<file path="config.mk">
export PLATFORM = sky130hd
export DESIGN_NAME = cwp_cache_ctrl
export DESIGN_NICKNAME = d
export VERILOG_FILES = /design/src/rtl/cwp_pkg.sv /design/src/rtl/cwp_tag_dir.sv /design/src/rtl/cwp_hit_check.sv /design/src/rtl/cwp_data_array.sv /design/src/rtl/cwp_cache_ctrl.sv
export SDC_FILE = /design/constraint.sdc
export NUM_CORES = 1
export LEC_CHECK = 0
export BUFFER_PORTS_ARGS = -buffer_cell sky130_fd_sc_hd__buf_2
export CAP_MARGIN = 0
export CORE_MARGIN = 2
export CORE_UTILIZATION = 50
export CTS_CLUSTER_SIZE = 28
export DETAILED_ROUTE_END_ITERATION = 10
export MAX_ROUTING_LAYER = met4
export PLACE_DENSITY_LB_ADDON = 0.08
export SYNTH_ARGS = -nofsm -noshare
export SYNTH_HDL_FRONTEND = slang
export SYNTH_SLANG_ARGS = --single-unit
</file>
<file path="constraint.sdc">
create_clock -name clk -period 4.5 [get_ports clk]
set_clock_uncertainty 0.15 [all_clocks]
set_input_delay 1.125 -clock clk [delete_from_list [all_inputs] [get_ports clk]]
set_output_delay 1.125 -clock clk [all_outputs]
set_load 0.05 [all_outputs]
</file>
<file path="src/rtl/cwp_pkg.sv">
package cwp_pkg;

    typedef enum logic [1:0] {
        WT_DIRECT  = 2'd0,
        WT_FETCH   = 2'd1,
        WRITE_BACK = 2'd2
    } wpolicy_e;

    typedef enum logic [2:0] {
        S_IDLE   = 3'd0,
        S_LOOKUP = 3'd1,
        S_EVICT  = 3'd2,
        S_FILL   = 3'd3,
        S_MEMWR  = 3'd4,
        S_DONE   = 3'd5
    } ctl_state_e;

endpackage

</file>
<file path="src/rtl/cwp_tag_dir.sv">
module cwp_tag_dir #(
    parameter int WAYS  = 2,
    parameter int SETS  = 4,
    parameter int SET_W = 2,
    parameter int TAG_W = 5
) (
    input  logic                        clk,
    input  logic                        rst_n,
    input  logic [SET_W-1:0]            rd_set,
    output logic [WAYS-1:0]             rd_valid,
    output logic [WAYS-1:0]             rd_dirty,
    output logic [WAYS-1:0][TAG_W-1:0]  rd_tag,
    output logic                        rd_lru,
    input  logic                        fill_en,
    input  logic                        dirty_en,
    input  logic                        touch_en,
    input  logic [SET_W-1:0]            upd_set,
    input  logic                        upd_way,
    input  logic [TAG_W-1:0]            upd_tag
);

    for (genvar w = 0; w < WAYS; w++) begin : g_way
        logic [SETS-1:0]  valid_q;
        logic [SETS-1:0]  dirty_q;
        logic [TAG_W-1:0] tag_q [SETS];
        logic             sel;

        assign sel = (upd_way == 1'(w));

        always_ff @(posedge clk or negedge rst_n) begin
            if (!rst_n) begin
                valid_q <= '0;
                dirty_q <= '0;
            end else if (fill_en && sel) begin
                valid_q[upd_set] <= 1'b1;
                dirty_q[upd_set] <= 1'b0;
            end else if (dirty_en && sel) begin
                dirty_q[upd_set] <= 1'b1;
            end
        end

        always_ff @(posedge clk) begin
            if (fill_en && sel) begin
                tag_q[upd_set] <= upd_tag;
            end
        end

        assign rd_valid[w] = valid_q[rd_set];
        assign rd_dirty[w] = dirty_q[rd_set];
        assign rd_tag[w]   = tag_q[rd_set];
    end

    if (WAYS == 2) begin : g_lru
        logic [SETS-1:0] lru_q;

        always_ff @(posedge clk or negedge rst_n) begin
            if (!rst_n) begin
                lru_q <= '0;
            end else if (touch_en) begin
                lru_q[upd_set] <= ~upd_way;
            end
        end

        assign rd_lru = lru_q[rd_set];

        // after a touch, the recorded victim differs from the touched way
        a_r11_lru_points_away: assert property (@(posedge clk) disable iff (!rst_n)
            (touch_en && rd_set == upd_set) |=> (rd_lru != $past(upd_way)));
    end else begin : g_no_lru
        assign rd_lru = 1'b0;
    end

endmodule

</file>
<file path="src/rtl/cwp_hit_check.sv">
module cwp_hit_check #(
    parameter int WAYS  = 2,
    parameter int TAG_W = 5
) (
    input  logic                        clk,
    input  logic                        rst_n,
    input  logic [WAYS-1:0]             valid,
    input  logic [WAYS-1:0][TAG_W-1:0]  tags,
    input  logic [TAG_W-1:0]            req_tag,
    input  logic                        lru,
    output logic                        hit,
    output logic                        hit_way,
    output logic                        vic_way
);

    logic [WAYS-1:0] match;

    for (genvar w = 0; w < WAYS; w++) begin : g_cmp
        assign match[w] = valid[w] && (tags[w] == req_tag);
    end

    assign hit = |match;

    if (WAYS == 2) begin : g_two
        assign hit_way = match[1];
        always_comb begin
            if (!valid[0]) begin
                vic_way = 1'b0;
            end else if (!valid[1]) begin
                vic_way = 1'b1;
            end else begin
                vic_way = lru;
            end
        end
    end else begin : g_one
        logic unused_lru;
        assign unused_lru = lru;
        assign hit_way    = 1'b0;
        assign vic_way    = 1'b0;
    end

    // a tag is resident in at most one way of a set
    a_r2_one_match: assert property (@(posedge clk) disable iff (!rst_n)
        $onehot0(match));

endmodule

</file>
<file path="src/rtl/cwp_data_array.sv">
module cwp_data_array #(
    parameter int WAYS   = 2,
    parameter int SETS   = 4,
    parameter int SET_W  = 2,
    parameter int DATA_W = 64
) (
    input  logic                         clk,
    input  logic                         wr_en,
    input  logic                         wr_way,
    input  logic [SET_W-1:0]             wr_set,
    input  logic [DATA_W-1:0]            wr_data,
    input  logic [SET_W-1:0]             rd_set,
    output logic [WAYS-1:0][DATA_W-1:0]  rd_data
);

    for (genvar w = 0; w < WAYS; w++) begin : g_way
        logic [DATA_W-1:0] line_q [SETS];

        always_ff @(posedge clk) begin
            if (wr_en && (wr_way == 1'(w))) begin
                line_q[wr_set] <= wr_data;
            end
        end

        assign rd_data[w] = line_q[rd_set];
    end

endmodule

</file>
<file path="src/rtl/cwp_cache_ctrl.sv">
module cwp_cache_ctrl
    import cwp_pkg::*;
#(
    parameter int       ADDR_W = 7,
    parameter int       LINES  = 8,
    parameter int       DATA_W = 64,
    parameter int       WAYS   = 2,
    parameter wpolicy_e POLICY = WRITE_BACK
) (
    input  logic              clk,
    input  logic              rst_n,
    input  logic              cpu_req,
    input  logic              cpu_we,
    input  logic [ADDR_W-1:0] cpu_addr,
    input  logic [DATA_W-1:0] cpu_wdata,
    output logic [DATA_W-1:0] cpu_rdata,
    output logic              cpu_done,
    output logic              mem_rd,
    output logic              mem_wr,
    output logic [ADDR_W-1:0] mem_addr,
    output logic [DATA_W-1:0] mem_wdata,
    input  logic [DATA_W-1:0] mem_rdata,
    input  logic              mem_ready
);

    localparam int SETS  = LINES / WAYS;
    localparam int SET_W = $clog2(SETS);
    localparam int TAG_W = ADDR_W - SET_W;

    ctl_state_e state, nxt;

    logic [ADDR_W-1:0] req_addr;
    logic              req_we;
    logic [DATA_W-1:0] req_wdata;
    logic [SET_W-1:0]  req_set;
    logic [TAG_W-1:0]  req_tag;

    logic [WAYS-1:0]             dir_valid;
    logic [WAYS-1:0]             dir_dirty;
    logic [WAYS-1:0][TAG_W-1:0]  dir_tag;
    logic                        dir_lru;
    logic [WAYS-1:0][DATA_W-1:0] line_rd;

    logic hit, hit_way, vic_way, vic_way_q, vic_dirty, upd_way;
    logic fill_en, dirty_en, touch_en, dwr_en, rdata_ld, vic_ld;
    logic [DATA_W-1:0] dwr_data;

    assign req_set = req_addr[SET_W-1:0];
    assign req_tag = req_addr[ADDR_W-1:SET_W];

    cwp_tag_dir #(.WAYS(WAYS), .SETS(SETS), .SET_W(SET_W), .TAG_W(TAG_W)) u_dir (
        .clk      (clk),
        .rst_n    (rst_n),
        .rd_set   (req_set),
        .rd_valid (dir_valid),
        .rd_dirty (dir_dirty),
        .rd_tag   (dir_tag),
        .rd_lru   (dir_lru),
        .fill_en  (fill_en),
        .dirty_en (dirty_en),
        .touch_en (touch_en),
        .upd_set  (req_set),
        .upd_way  (upd_way),
        .upd_tag  (req_tag)
    );

    cwp_hit_check #(.WAYS(WAYS), .TAG_W(TAG_W)) u_hit (
        .clk     (clk),
        .rst_n   (rst_n),
        .valid   (dir_valid),
        .tags    (dir_tag),
        .req_tag (req_tag),
        .lru     (dir_lru),
        .hit     (hit),
        .hit_way (hit_way),
        .vic_way (vic_way)
    );

    cwp_data_array #(.WAYS(WAYS), .SETS(SETS), .SET_W(SET_W), .DATA_W(DATA_W)) u_data (
        .clk     (clk),
        .wr_en   (dwr_en),
        .wr_way  (upd_way),
        .wr_set  (req_set),
        .wr_data (dwr_data),
        .rd_set  (req_set),
        .rd_data (line_rd)
    );

    assign vic_dirty = dir_valid[vic_way] && dir_dirty[vic_way];
    assign upd_way   = (state == S_FILL) ? vic_way_q : hit_way;

    // state register
    always_ff @(posedge clk or negedge rst_n) begin
        if (!rst_n) begin
            state <= S_IDLE;
        end else begin
            state <= nxt;
        end
    end

    // request capture, victim and read data holding registers
    always_ff @(posedge clk or negedge rst_n) begin
        if (!rst_n) begin
            req_addr  <= '0;
            req_we    <= 1'b0;
            req_wdata <= '0;
            vic_way_q <= 1'b0;
            cpu_rdata <= '0;
        end else begin
            if (state == S_IDLE && cpu_req) begin
                req_addr  <= cpu_addr;
                req_we    <= cpu_we;
                req_wdata <= cpu_wdata;
            end
            if (vic_ld) begin
                vic_way_q <= vic_way;
            end
            if (rdata_ld) begin
                cpu_rdata <= line_rd[hit_way];
            end
        end
    end

    // next state and internal control
    always_comb begin
        nxt      = state;
        fill_en  = 1'b0;
        dirty_en = 1'b0;
        touch_en = 1'b0;
        dwr_en   = 1'b0;
        dwr_data = req_wdata;
        rdata_ld = 1'b0;
        vic_ld   = 1'b0;
        unique case (state)
            S_IDLE: begin
                if (cpu_req) begin
                    nxt = S_LOOKUP;
                end
            end
            S_LOOKUP: begin
                if (hit) begin
                    touch_en = 1'b1;
                    if (req_we) begin
                        dwr_en = 1'b1;
                        if (POLICY == WRITE_BACK) begin
                            dirty_en = 1'b1;
                            nxt      = S_DONE;
                        end else begin
                            nxt = S_MEMWR;
                        end
                    end else begin
                        rdata_ld = 1'b1;
                        nxt      = S_DONE;
                    end
                end else begin
                    vic_ld = 1'b1;
                    if (req_we && POLICY == WT_DIRECT) begin
                        nxt = S_MEMWR;
                    end else if (POLICY == WRITE_BACK && vic_dirty) begin
                        nxt = S_EVICT;
                    end else begin
                        nxt = S_FILL;
                    end
                end
            end
            S_EVICT: begin
                if (mem_ready) begin
                    nxt = S_FILL;
                end
            end
            S_FILL: begin
                if (mem_ready) begin
                    fill_en  = 1'b1;
                    touch_en = 1'b1;
                    dwr_en   = 1'b1;
                    dwr_data = mem_rdata;
                    nxt      = S_LOOKUP;
                end
            end
            S_MEMWR: begin
                if (mem_ready) begin
                    nxt = S_DONE;
                end
            end
            S_DONE: begin
                nxt = S_IDLE;
            end
            default: begin
                nxt = S_IDLE;
            end
        endcase
    end

    // port outputs
    always_comb begin
        cpu_done  = (state == S_DONE);
        mem_rd    = (state == S_FILL);
        mem_wr    = (state == S_EVICT) || (state == S_MEMWR);
        mem_addr  = req_addr;
        mem_wdata = req_wdata;
        if (state == S_EVICT) begin
            mem_addr  = {dir_tag[vic_way_q], req_set};
            mem_wdata = line_rd[vic_way_q];
        end
    end

    // the memory port never asks for both directions
    a_r12_one_direction: assert property (@(posedge clk) disable iff (!rst_n)
        !(mem_rd && mem_wr));

    // a fetch is held with a stable address until accepted
    a_r12_rd_held: assert property (@(posedge clk) disable iff (!rst_n)
        (mem_rd && !mem_ready) |=> (mem_rd && $stable(mem_addr)));

    // a write is held with stable address and data until accepted
    a_r12_wr_held: assert property (@(posedge clk) disable iff (!rst_n)
        (mem_wr && !mem_ready) |=> (mem_wr && $stable(mem_addr) && $stable(mem_wdata)));

    // completion is a single-cycle pulse
    a_r3_done_single: assert property (@(posedge clk) disable iff (!rst_n)
        cpu_done |=> !cpu_done);

    // a completed fetch makes the request hit on the following cycle
    a_r5_fill_hits: assert property (@(posedge clk) disable iff (!rst_n)
        (mem_rd && mem_ready) |=> hit);

    if (POLICY == WT_DIRECT) begin : g_chk_direct
        // no allocation is ever made for a write
        a_r7_no_fetch_on_write: assert property (@(posedge clk) disable iff (!rst_n)
            mem_rd |-> !req_we);
    end

    if (POLICY == WRITE_BACK) begin : g_chk_wb
        // every memory write carries a dirty victim, never the requested line
        a_r10_write_is_victim: assert property (@(posedge clk) disable iff (!rst_n)
            mem_wr |-> (mem_addr != req_addr && dir_dirty[vic_way_q]));
    end

endmodule

</file>
# After elaboration in Yosys (flattened, before gate mapping)

Memory sizes are Yosys's and may differ from the RTL's.
Index checks and enable logic that the tools add are counted.

Word-level logic and storage cells: 118
Bits in writable memories: 552
Memories: 4
Flip-flop bits (word level): 160
Output and inout port bits: 138

$lt $le $gt $ge: 5
Bitwise operators: 8
Mux-type cells: 62
Eq/ne operators: 11
Reduce and logical (&&, ||, !) cells: 17

Memories:

| name                   | words | width | read ports | clocked after Yosys merged registers in | write ports | RTL line             | RTL |
|---|---|---|---|---|---|---|---|
| u_data.g_way[0].line_q | 4     | 64    | 1          | 0                                       | 1           | cwp_data_array.sv:17 | `logic [DATA_W-1:0] line_q [SETS];` |
| u_data.g_way[1].line_q | 4     | 64    | 1          | 0                                       | 1           | cwp_data_array.sv:17 |  |
| u_dir.g_way[0].tag_q   | 4     | 5     | 1          | 0                                       | 1           | cwp_tag_dir.sv:25    | `logic [TAG_W-1:0] tag_q [SETS];` |
| u_dir.g_way[1].tag_q   | 4     | 5     | 1          | 0                                       | 1           | cwp_tag_dir.sv:25    |  |

Operators by type and width:

| operator                                                    | count |
|---|---|
| two-way mux 64 bit                                          | 7 |
| two-way mux 1 bit                                           | 33 |
| two-way mux 4 bit                                           | 4 |
| bitwise OR 4 bit                                            | 4 |
| two-way mux 3 bit                                           | 5 |
| one-hot mux 3 bit (5 select lines)                          | 1 |
| logical AND 1 bit                                           | 11 |
| binary-select mux 1 bit (select 2 bit)                      | 5 |
| == test 5 bit                                               | 2 |
| two-way mux 5 bit                                           | 2 |
| bitwise AND 4 bit                                           | 2 |
| two-way mux 7 bit                                           | 1 |
| == test 3 x 2 -> 1 bit (second input constant)              | 2 |
| == test 3 bit (second input constant)                       | 2 |
| less-than comparator 1 x 2 -> 1 bit (second input constant) | 3 |
| != test 2 bit (second input constant)                       | 3 |
| bitwise mux 4 bit                                           | 1 |
| NOT 4 bit                                                   | 1 |
| one-hot mux 1 bit (2 select lines)                          | 2 |
| AND reduction 4 bit                                         | 1 |
| nonzero test 2 bit                                          | 2 |
| == test 3 x 1 -> 1 bit (second input constant)              | 1 |
| zero test 3 bit                                             | 1 |
| less-than comparator 2 x 3 -> 1 bit (second input constant) | 1 |
| 6 further kinds                                             | 6 |

# Depth between registers and ports, before layout

Gate-level depths: netlist of run 1.

Depth in word-level cells: 10
Mapped depth: 10
Depth with buffers taken out: 6

# Modules after synthesis

From an unflattened synthesis of run 1, not the netlist that was laid out.

Cells, all modules: 1528
Area, all modules: 29629.7 um^2

By module, submodules not included:

| module         | area an instance (um^2) | instances | cells each |
|---|---|---|---|
| cwp_data_array | 18649.1                 | 1         | 676 |
| cwp_cache_ctrl | 8335.5                  | 1         | 699 |
| cwp_tag_dir    | 2504.9                  | 1         | 136 |
| cwp_hit_check  | 140.1                   | 1         | 17 |

# Worst setup path before layout of run 1

Ideal clock, no wire load.

Path type: reg2reg
Start: reg req_addr[0]
End: mem u_data.g_way[1].line_q[0][0], enable pin
Stages on the path, launching flop included: 9
Slack: 0.583 ns
Data required time: 3.932 ns
Clock period less this slack: 3.917 ns
Arrival time: 3.349 ns
Cell sequence: dfrtp_1 buf_6 mux4_2 xnor2_1 nand4_1 o41ai_2 buf_2 o211ai_1 inv_1

Word-level cells in the longest chain between the ends: 9
Elaborated cells on any way between the ends: 17
Those cells by class: 2 x eq/ne; 9 x mux; 4 x reduce/logical; 2 x memory

Ends and longest elaborated chain:

| what                                                                              | RTL line                               | RTL |
|---|---|---|
| from (decl)                                                                       | cwp_cache_ctrl.sv:32                   | `logic [ADDR_W-1:0] req_addr;` |
| from (signal assigned)                                                            | cwp_cache_ctrl.sv:111                  | `req_addr <= cpu_addr;` |
| memory read (4 x 5 bit) or binary-select mux 1 bit (select 2 bit) (tied branches) | --                                     |  |
| == test 5 bit or two-way mux 1 bit (tied branches)                                | cwp_hit_check.sv:19, cwp_tag_dir.sv:48 |  |
| logical AND 1 bit                                                                 | cwp_hit_check.sv:19                    | `assign match[w] = valid[w] && (tags[w] == req_tag);` |
| OR reduction 2 bit                                                                | cwp_hit_check.sv:22                    | `assign hit = \|match;` |
| two-way mux 1 bit                                                                 | --                                     |  |
| one-hot mux 1 bit (2 select lines)                                                | cwp_cache_ctrl.sv:134                  | `unique case (state)` |
| logical AND 1 bit                                                                 | cwp_data_array.sv:20                   | `if (wr_en && (wr_way == 1'(w))) begin` |
| two-way mux 1 bit                                                                 | cwp_data_array.sv:20                   |  |
| two-way mux 1 bit (implied by the code)                                           | cwp_data_array.sv:21                   | `line_q[wr_set] <= wr_data;` |
| to (decl)                                                                         | cwp_data_array.sv:17                   |  |

Several ways; a longest one is shown, not always the timed one. The select of a mux whose other input is x is not followed.

# Final worst setup path of run 1

Start: reg req_addr[1]
End: out mem_wdata[8]

Word-level cells in the longest chain between the ends: 4
Elaborated cells on any way between the ends: 5
Those cells by class: 3 x mux; 2 x memory

Ends and longest elaborated chain:

| what                                                      | RTL line              | RTL |
|---|---|---|
| memory read (4 x 64 bit)                                  | --                    |  |
| two-way mux 64 bit (implied by the code) (*) (2 in a row) | cwp_cache_ctrl.sv:203 | `mem_wdata = line_rd[vic_way_q];` |
| two-way mux 64 bit (*)                                    | cwp_cache_ctrl.sv:201 | `if (state == S_EVICT) begin` |
| to (decl)                                                 | cwp_cache_ctrl.sv:21  | `output logic [DATA_W-1:0] mem_wdata,` |

Every way passes the cells marked *; elsewhere a longest branch is shown, timed or not. The select of a mux whose other input is x is not followed.

==> results.md, run 1 <==
* Max IR drop VDD at 557 µV
* First-pass GRT wire length at 101 mm
* Vias at 15936
* Initial Utilization at 50.3%
* Status: completed
* Most frequent cell after synthesis: edfxtp_1
* Synth Instances at 1674
* Max Clk Rate at 232 MHz
* R2r setup slk at 860 ps
* CP required at 3220 ps
* # Max-Cap Violations at 0
* Fin crit share at 95.7%
* Main area contributors after synthesis: edfxtp_1 (56%), dfrtp_1 (14%), mux4_2 (11%), mux2_2 (3.7%), mux2_4 (3.1%)
* Remaining DRCs at 0
* Final setup viols at 0
* Pwr/cell area at 781 nW/µm²
* Worst hold path class: flop to flop
* Fraction of layout cells with a size suffix above 1 at 38.1%
* Syn Nets at 1814
* Critical path startpoint category: flop
* YS warnings at 0
* Htree depth at 3
* LEAKAGE at 13.4 nW
* Critical path capture point type: primary output
* Final WL at 67.8 mm
* DRT Pass-1 Iters at 5
* Nets at 2130
* Async SR Flop Fraction at 22.5%
* Total gr overflow at 0
* Placer congestion estimate at 0.755
* Final ANT Viol Nets at 0
* Syn Area/Cell at 17.7 µm²
* Slew @ Worst Pin at 993 ps
* Hold path start: u_dir.g_way[1].valid_q[2]
* Reg2Reg Capture Point: cpu_rdata[42]
* DP HPWL at 40.5 mm
* Post-synth top area share at 56.0%
* Cts hold-fix bufs at 0
* Area Growth Syn to Fin at 18.2%
* Biggest area consumer among synthesized cells: edfxtp_1
* Critical path class: flop to primary output
* Clock buffer depth at 3
* Most common flop cell mapped by yosys: edfxtp_1
* EDFF count, synth at 552
* Power, Total at 27.3 mW
* Worst-path clk slew at 50 ps
* Fin. Hold Viols at 0
* FF+latch count, synth at 712
* Vias in the first global route at 16304
* Hold Path Sink: u_dir.g_way[1].valid_q[2]
* Cell row count at 89
* Rel. slew slack at 33.8%
* Setup ws final at 194 ps
* Synth Cell Area at 29600 µm²
* WP data arrival at 3030 ps
* Reg2Reg Depth at 8
* Largest net degree at the start of global routing at 66
* Count of cell types in the netlist at 48
* Seq/Total Area, Yosys at 69.6%
* Synth cell count leaders: edfxtp_1 (552), nand2_1 (202), dfrtp_1 (160), mux4_2 (143), mux2_2 (98)
* # clock sinks at 712
* Die Y at 247 µm
* Sum Neg Setup Slack at 0 ps
* Global Route Usage Sum at 23.3%
* Width of the die at 247 µm
* Clock root buffer: clkbuf_16
* Number of port buffers at 277
* Mean number of vias per cell at 5.63
* TritonCTS clock tree: done
* DIE AREA at 61100 µm²
* Placeable core area at 58800 µm²
* Critical Path Fanout Max at 49
* Antenna violations before repair at 1
* Final Util at 59.4%
* Post-CTS resize count at 0
* Hold path cells at 1
* Final Critical Period at 4310 ps
* CTS buffer count at 77
* RSZ-0062 raised after global routing: no
* Worst slack, placed at 703 ps
* Initial drt markers at 993
* R2R Path Start: req_addr[0]
* IO Pins at 278
* Max Slew Vio Count at 0
* Clock latency on the worst-skew pair at 620 ps
* Routed len/inst at 24.0 µm
==> logic make-up (layout without fill, tap and decap cells) <==
logic type                count (synthesis)  in the layout  synth area share, %
DFF                                     712            712                 69.6
muxes                                   420            420                 21.9
and+or+nand+nor                         318            318                 4.40
buffers and inverters                   113            494                 1.75
AOI/OAI and AO/OA                       100            100                 1.96
xor gates and xnor gates                 11             11                0.402
other                                     0              1                    0
==> worst max-delay path by stage <==
stage / from / endpoint / slack, ps / cells past startpoint
final: req_addr[1] / mem_wdata[8] / 190 / 5
after global routing: req_addr[0] / mem_wdata[42] / 10 / 6
after detailed placement: req_addr[0] / mem_wdata[42] / 700 / 6
after CTS: req_addr[0] / mem_wdata[42] / 40 / 6
after global placement: req_addr[0] / mem_wdata[42] / 700 / 6
after floorplan: req_addr[0] / u_data.g_way[1].line_q[0][0] / 580 / 8
==> cell type report <==
cell class / instances / area [µm²]
Inverter: 14 / 61.3
Fill cell: 4491 / 23800
Timing Repair Buffer: 336 / 2260
Antenna cell: 1 / 2.50
Tap cell: 773 / 967
Sequential cell: 712 / 20600
Clock buffer: 105 / 2160
Clock inverter: 39 / 412
Multi-Input combinational cell: 849 / 8500
==> stage by stage <==
stage               hold WS, ps  cells  cell area (µm²)
floorplan                   284   1674            29600
global route                327   2829            34900
finish                      313   2829            34900
detailed placement          302   2683            32400
CTS                         316   2827            34900
global placement            296   2683            32400
==> per-layer routing <==
metal	global-route usage, %	wire length [µm]	vias up
met5	-	0	-
met4	5.64	1340	0
met3	3.46	2920	99
met2	36.8	33300	405
met1	32.2	30300	8345
li1	-	-	7087
==> worst max-delay path: stages, from the launching register on <==
cell and delay (ps):
dfrtp_4 930, buf_12 370, mux4_2 370, mux2i_1 370, a21oi_1 130, buf_2 230
==> timing repair <==
item | in CTS | in global routing
hold endpoints to repair | 0 | 0
setup buffers | 0 | 1
setup endpoints to repair | 0 | 7
==> cell usage in the layout (no fill, tap or decap), types with 2 or more instances in the layout <==
| master | count |
|---|---|
| clkinv_1 | 14 |
| nand3b_1 | 3 |
| clkinv_2 | 16 |
| buf_2 | 276 |
| clkbuf_1 | 19 |
| nand2_2 | 2 |
| xnor2_2 | 3 |
| mux2i_1 | 70 |
| a21oi_1 | 77 |
| mux4_2 | 143 |
| inv_1 | 7 |
| nor3_1 | 5 |
| inv_6 | 4 |
| o211ai_1 | 4 |
| clkbuf_16 | 80 |
| clkbuf_8 | 6 |
| o2111ai_1 | 2 |
| bufinv_16 | 8 |
| nand2_1 | 201 |
| o21ai_0 | 2 |
| xnor2_1 | 8 |
| edfxtp_1 | 552 |
| clkinvlp_4 | 3 |
| mux2_1 | 48 |
| or2_2 | 8 |
| nor2_1 | 83 |
| mux2_2 | 98 |
| dfrtp_4 | 3 |
| o21ai_1 | 3 |
| nand2b_1 | 4 |
| mux2_4 | 61 |
| buf_4 | 25 |
| nor2b_1 | 2 |
| dfrtp_1 | 157 |
| buf_12 | 33 |
==> where the power goes <==
| part | internal, mW | switching, mW |
|---|---|---|
| Sequential | 9.24 | 0.894 |
| Combinational | 3.87 | 6.95 |
| Clock | 3.83 | 2.54 |
==> registers in the layout, indices dropped and copies added, names as in the netlist, 3 cells and up, named ones only <==
signal               count
u_data.g_way.line_q    512
cpu_rdata               64
req_wdata               64
u_dir.g_way.tag_q       40
u_dir.g_way.valid_q      8
req_addr                 7
u_dir.g_lru.lru_q        4
state                    3
No activity file was read; power rests on OpenSTA's default activity.
==> inputs of run 2 (changes only) <==
Settings changed: CORE_ASPECT_RATIO set to 0.9.
==> results.md, run 2 (same netlist as run 1, synthesis figures left out) <==
* Status: completed
* Reg power frac at 37.7%
* Max Clk Rate at 232 MHz
* Cell row count at 84
* Total gr overflow at 0
* # clock sinks at 712
* Antenna violations before repair at 0
* Final Util at 59.4%
* Routed len/inst at 24.1 µm
* Placeable core area at 58400 µm²
* Final WL at 67.8 mm
* First-pass GRT wire length at 101 mm
* Commonest non-fill, non-tap cell in the layout: edfxtp_1
* RSZ-0062 raised after global routing: no
* Rel. slew slack at 23.1%
* Critical path class: flop to primary output
* Area Growth Syn to Fin at 17.3%
* Placer congestion estimate at 0.806
* Top reg by flops: u_data.g_way.line_q
* Post-CTS resize count at 0
* Fin cells at 2816
* Max Slew Vio Count at 0
* Final ANT Viol Nets at 0
* Critical path startpoint category: flop
* Worst hold path class: flop to flop
* Cts hold-fix bufs at 0
* Max IR drop VDD at 442 µV
* Vias in the first global route at 15951
* CTS buffer count at 74
* Largest regs: u_data.g_way.line_q: 512 flops, cpu_rdata: 64 flops, req_wdata: 64 flops
* Htree depth at 3
* Net Sw Frac at 38.3%
* Global Route Usage Sum at 23.1%
* Fillers at 4463
* Dpl cells at 2679
* Register Area at 20600 µm²
* Fraction of power consumed by the clock network at 22.2%
* WP data arrival at 3030 ps
* Grt peak-use layer: met2
* # diodes at 0
* Initial Utilization at 50.6%
* Fraction of layout cells with a size suffix above 1 at 37.8%
* Die Y at 235 µm
* Power, Total at 26.8 mW
* Final Critical Period at 4310 ps
* Critical Path Fanout Max at 23
* Clock latency on the worst-skew pair at 600 ps
* Initial drt markers at 1050
* GR Util met1 at 33.4%
* Pwr/cell area at 772 nW/µm²
* Commonest cells after routing, fill and taps aside: edfxtp_1 (552), buf_2 (276), nand2_1 (201), dfrtp_1 (157), mux4_2 (143)
* Fin crit share at 95.7%
* Clock root buffer: clkbuf_16
* Met3 usage in global routing at 3.59%
* LEAKAGE at 13.3 nW
* Fin area at 34700 µm²
* Largest net degree at the start of global routing at 102
* Critical path capture point type: primary output
* DP HPWL at 41.1 mm
* Nets at 2122
* P_int at 16.5 mW
* Mean number of vias per cell at 5.62
* Setup ws final at 192 ps
* # Max-Cap Violations at 0
* Vias at 15838
* Switching Power at 10.3 mW
* Area occupied by multi-input gates at 8510 µm²
* Sum Neg Setup Slack at 0 ps
* Slew @ Worst Pin at 1150 ps
* DRT Pass-1 Iters at 6
* Logic pwr share at 40.1%
* Fin. Hold Viols at 0
* TritonCTS clock tree: done
* Number of port buffers at 277
* Width of the die at 260 µm
* Final setup viols at 0
* DIE AREA at 61100 µm²
* Worst slack, placed at 662 ps
* Clock buffer depth at 3
* Remaining DRCs at 0
* IO Pins at 278
* WHS at 309 ps
* DP Area at 32300 µm²
* Number of flip-flops in the largest register at 512
* Worst-path clk slew at 50 ps
* Post-CTS setup buffer count at 0
* Met2 GRT Util at 35.1%
* CP required at 3220 ps
[run 2: cell count changes in the layout (fill, tap and decap cells not counted), sizes merged]
cell      delta
buf          -5
bufinv       -6
clkbuf       +5
clkinv       -4
clkinvlp     -1
diode        -1
inv          -2
[run 2: area by class of cell]
| type | count | area share (%) |
|---|---|---|
| Sequential cell | 712 | 59.4 |
| Multi-Input combinational cell | 849 | 24.5 |
| Clock buffer | 110 | 6.35 |
| Timing Repair Buffer | 331 | 6.27 |
| Tap cell | 774 | 2.79 |
| Clock inverter | 26 | 0.516 |
| Inverter | 14 | 0.177 |
[run 2: routing by layer]
layer | vias up | part of all wire, %
li1 | 7064 | -
met1 | 8311 | 46
met2 | 380 | 48
met3 | 83 | 4.5
met4 | 0 | 1.6
met5 | - | 0
[run 2: final timing paths]
check	startpoint	endpoint	slack, ps	depth (start not counted)
worst max-delay path	req_addr[0]	mem_wdata[15]	190	5
worst max register to register	req_addr[1]	cpu_rdata[49]	850	8
worst min-delay path	u_dir.g_way[0].valid_q[3]	u_dir.g_way[0].valid_q[3]	310	1
max in group asynchronous	rst_n	req_addr[0]	2970	2
worst min register to register	u_dir.g_way[0].valid_q[3]	u_dir.g_way[0].valid_q[3]	310	1
min in group asynchronous	rst_n	req_wdata[10]	330	1
[run 2: critical path, cell delays in order (launching register included)]
cell	delay [ps]
dfrtp_4	690
buf_4	450
mux4_2	570
mux2i_1	330
a21oi_1	120
buf_2	230
[run 2: power groups by stage]
| stage | Clock [mW] | Combinational (mW) | Sequential (mW) |
|---|---|---|---|
| finish | 5.95 | 10.7 | 10.1 |
| global route | 6.35 | 11.5 | 10.2 |
| CTS | 6.08 | 10.8 | 10.1 |
| detailed placement | 0 | 10.8 | 10.2 |
| global placement | 0 | 10.7 | 10.2 |
| floorplan | 0 | 7.34 | 10.6 |
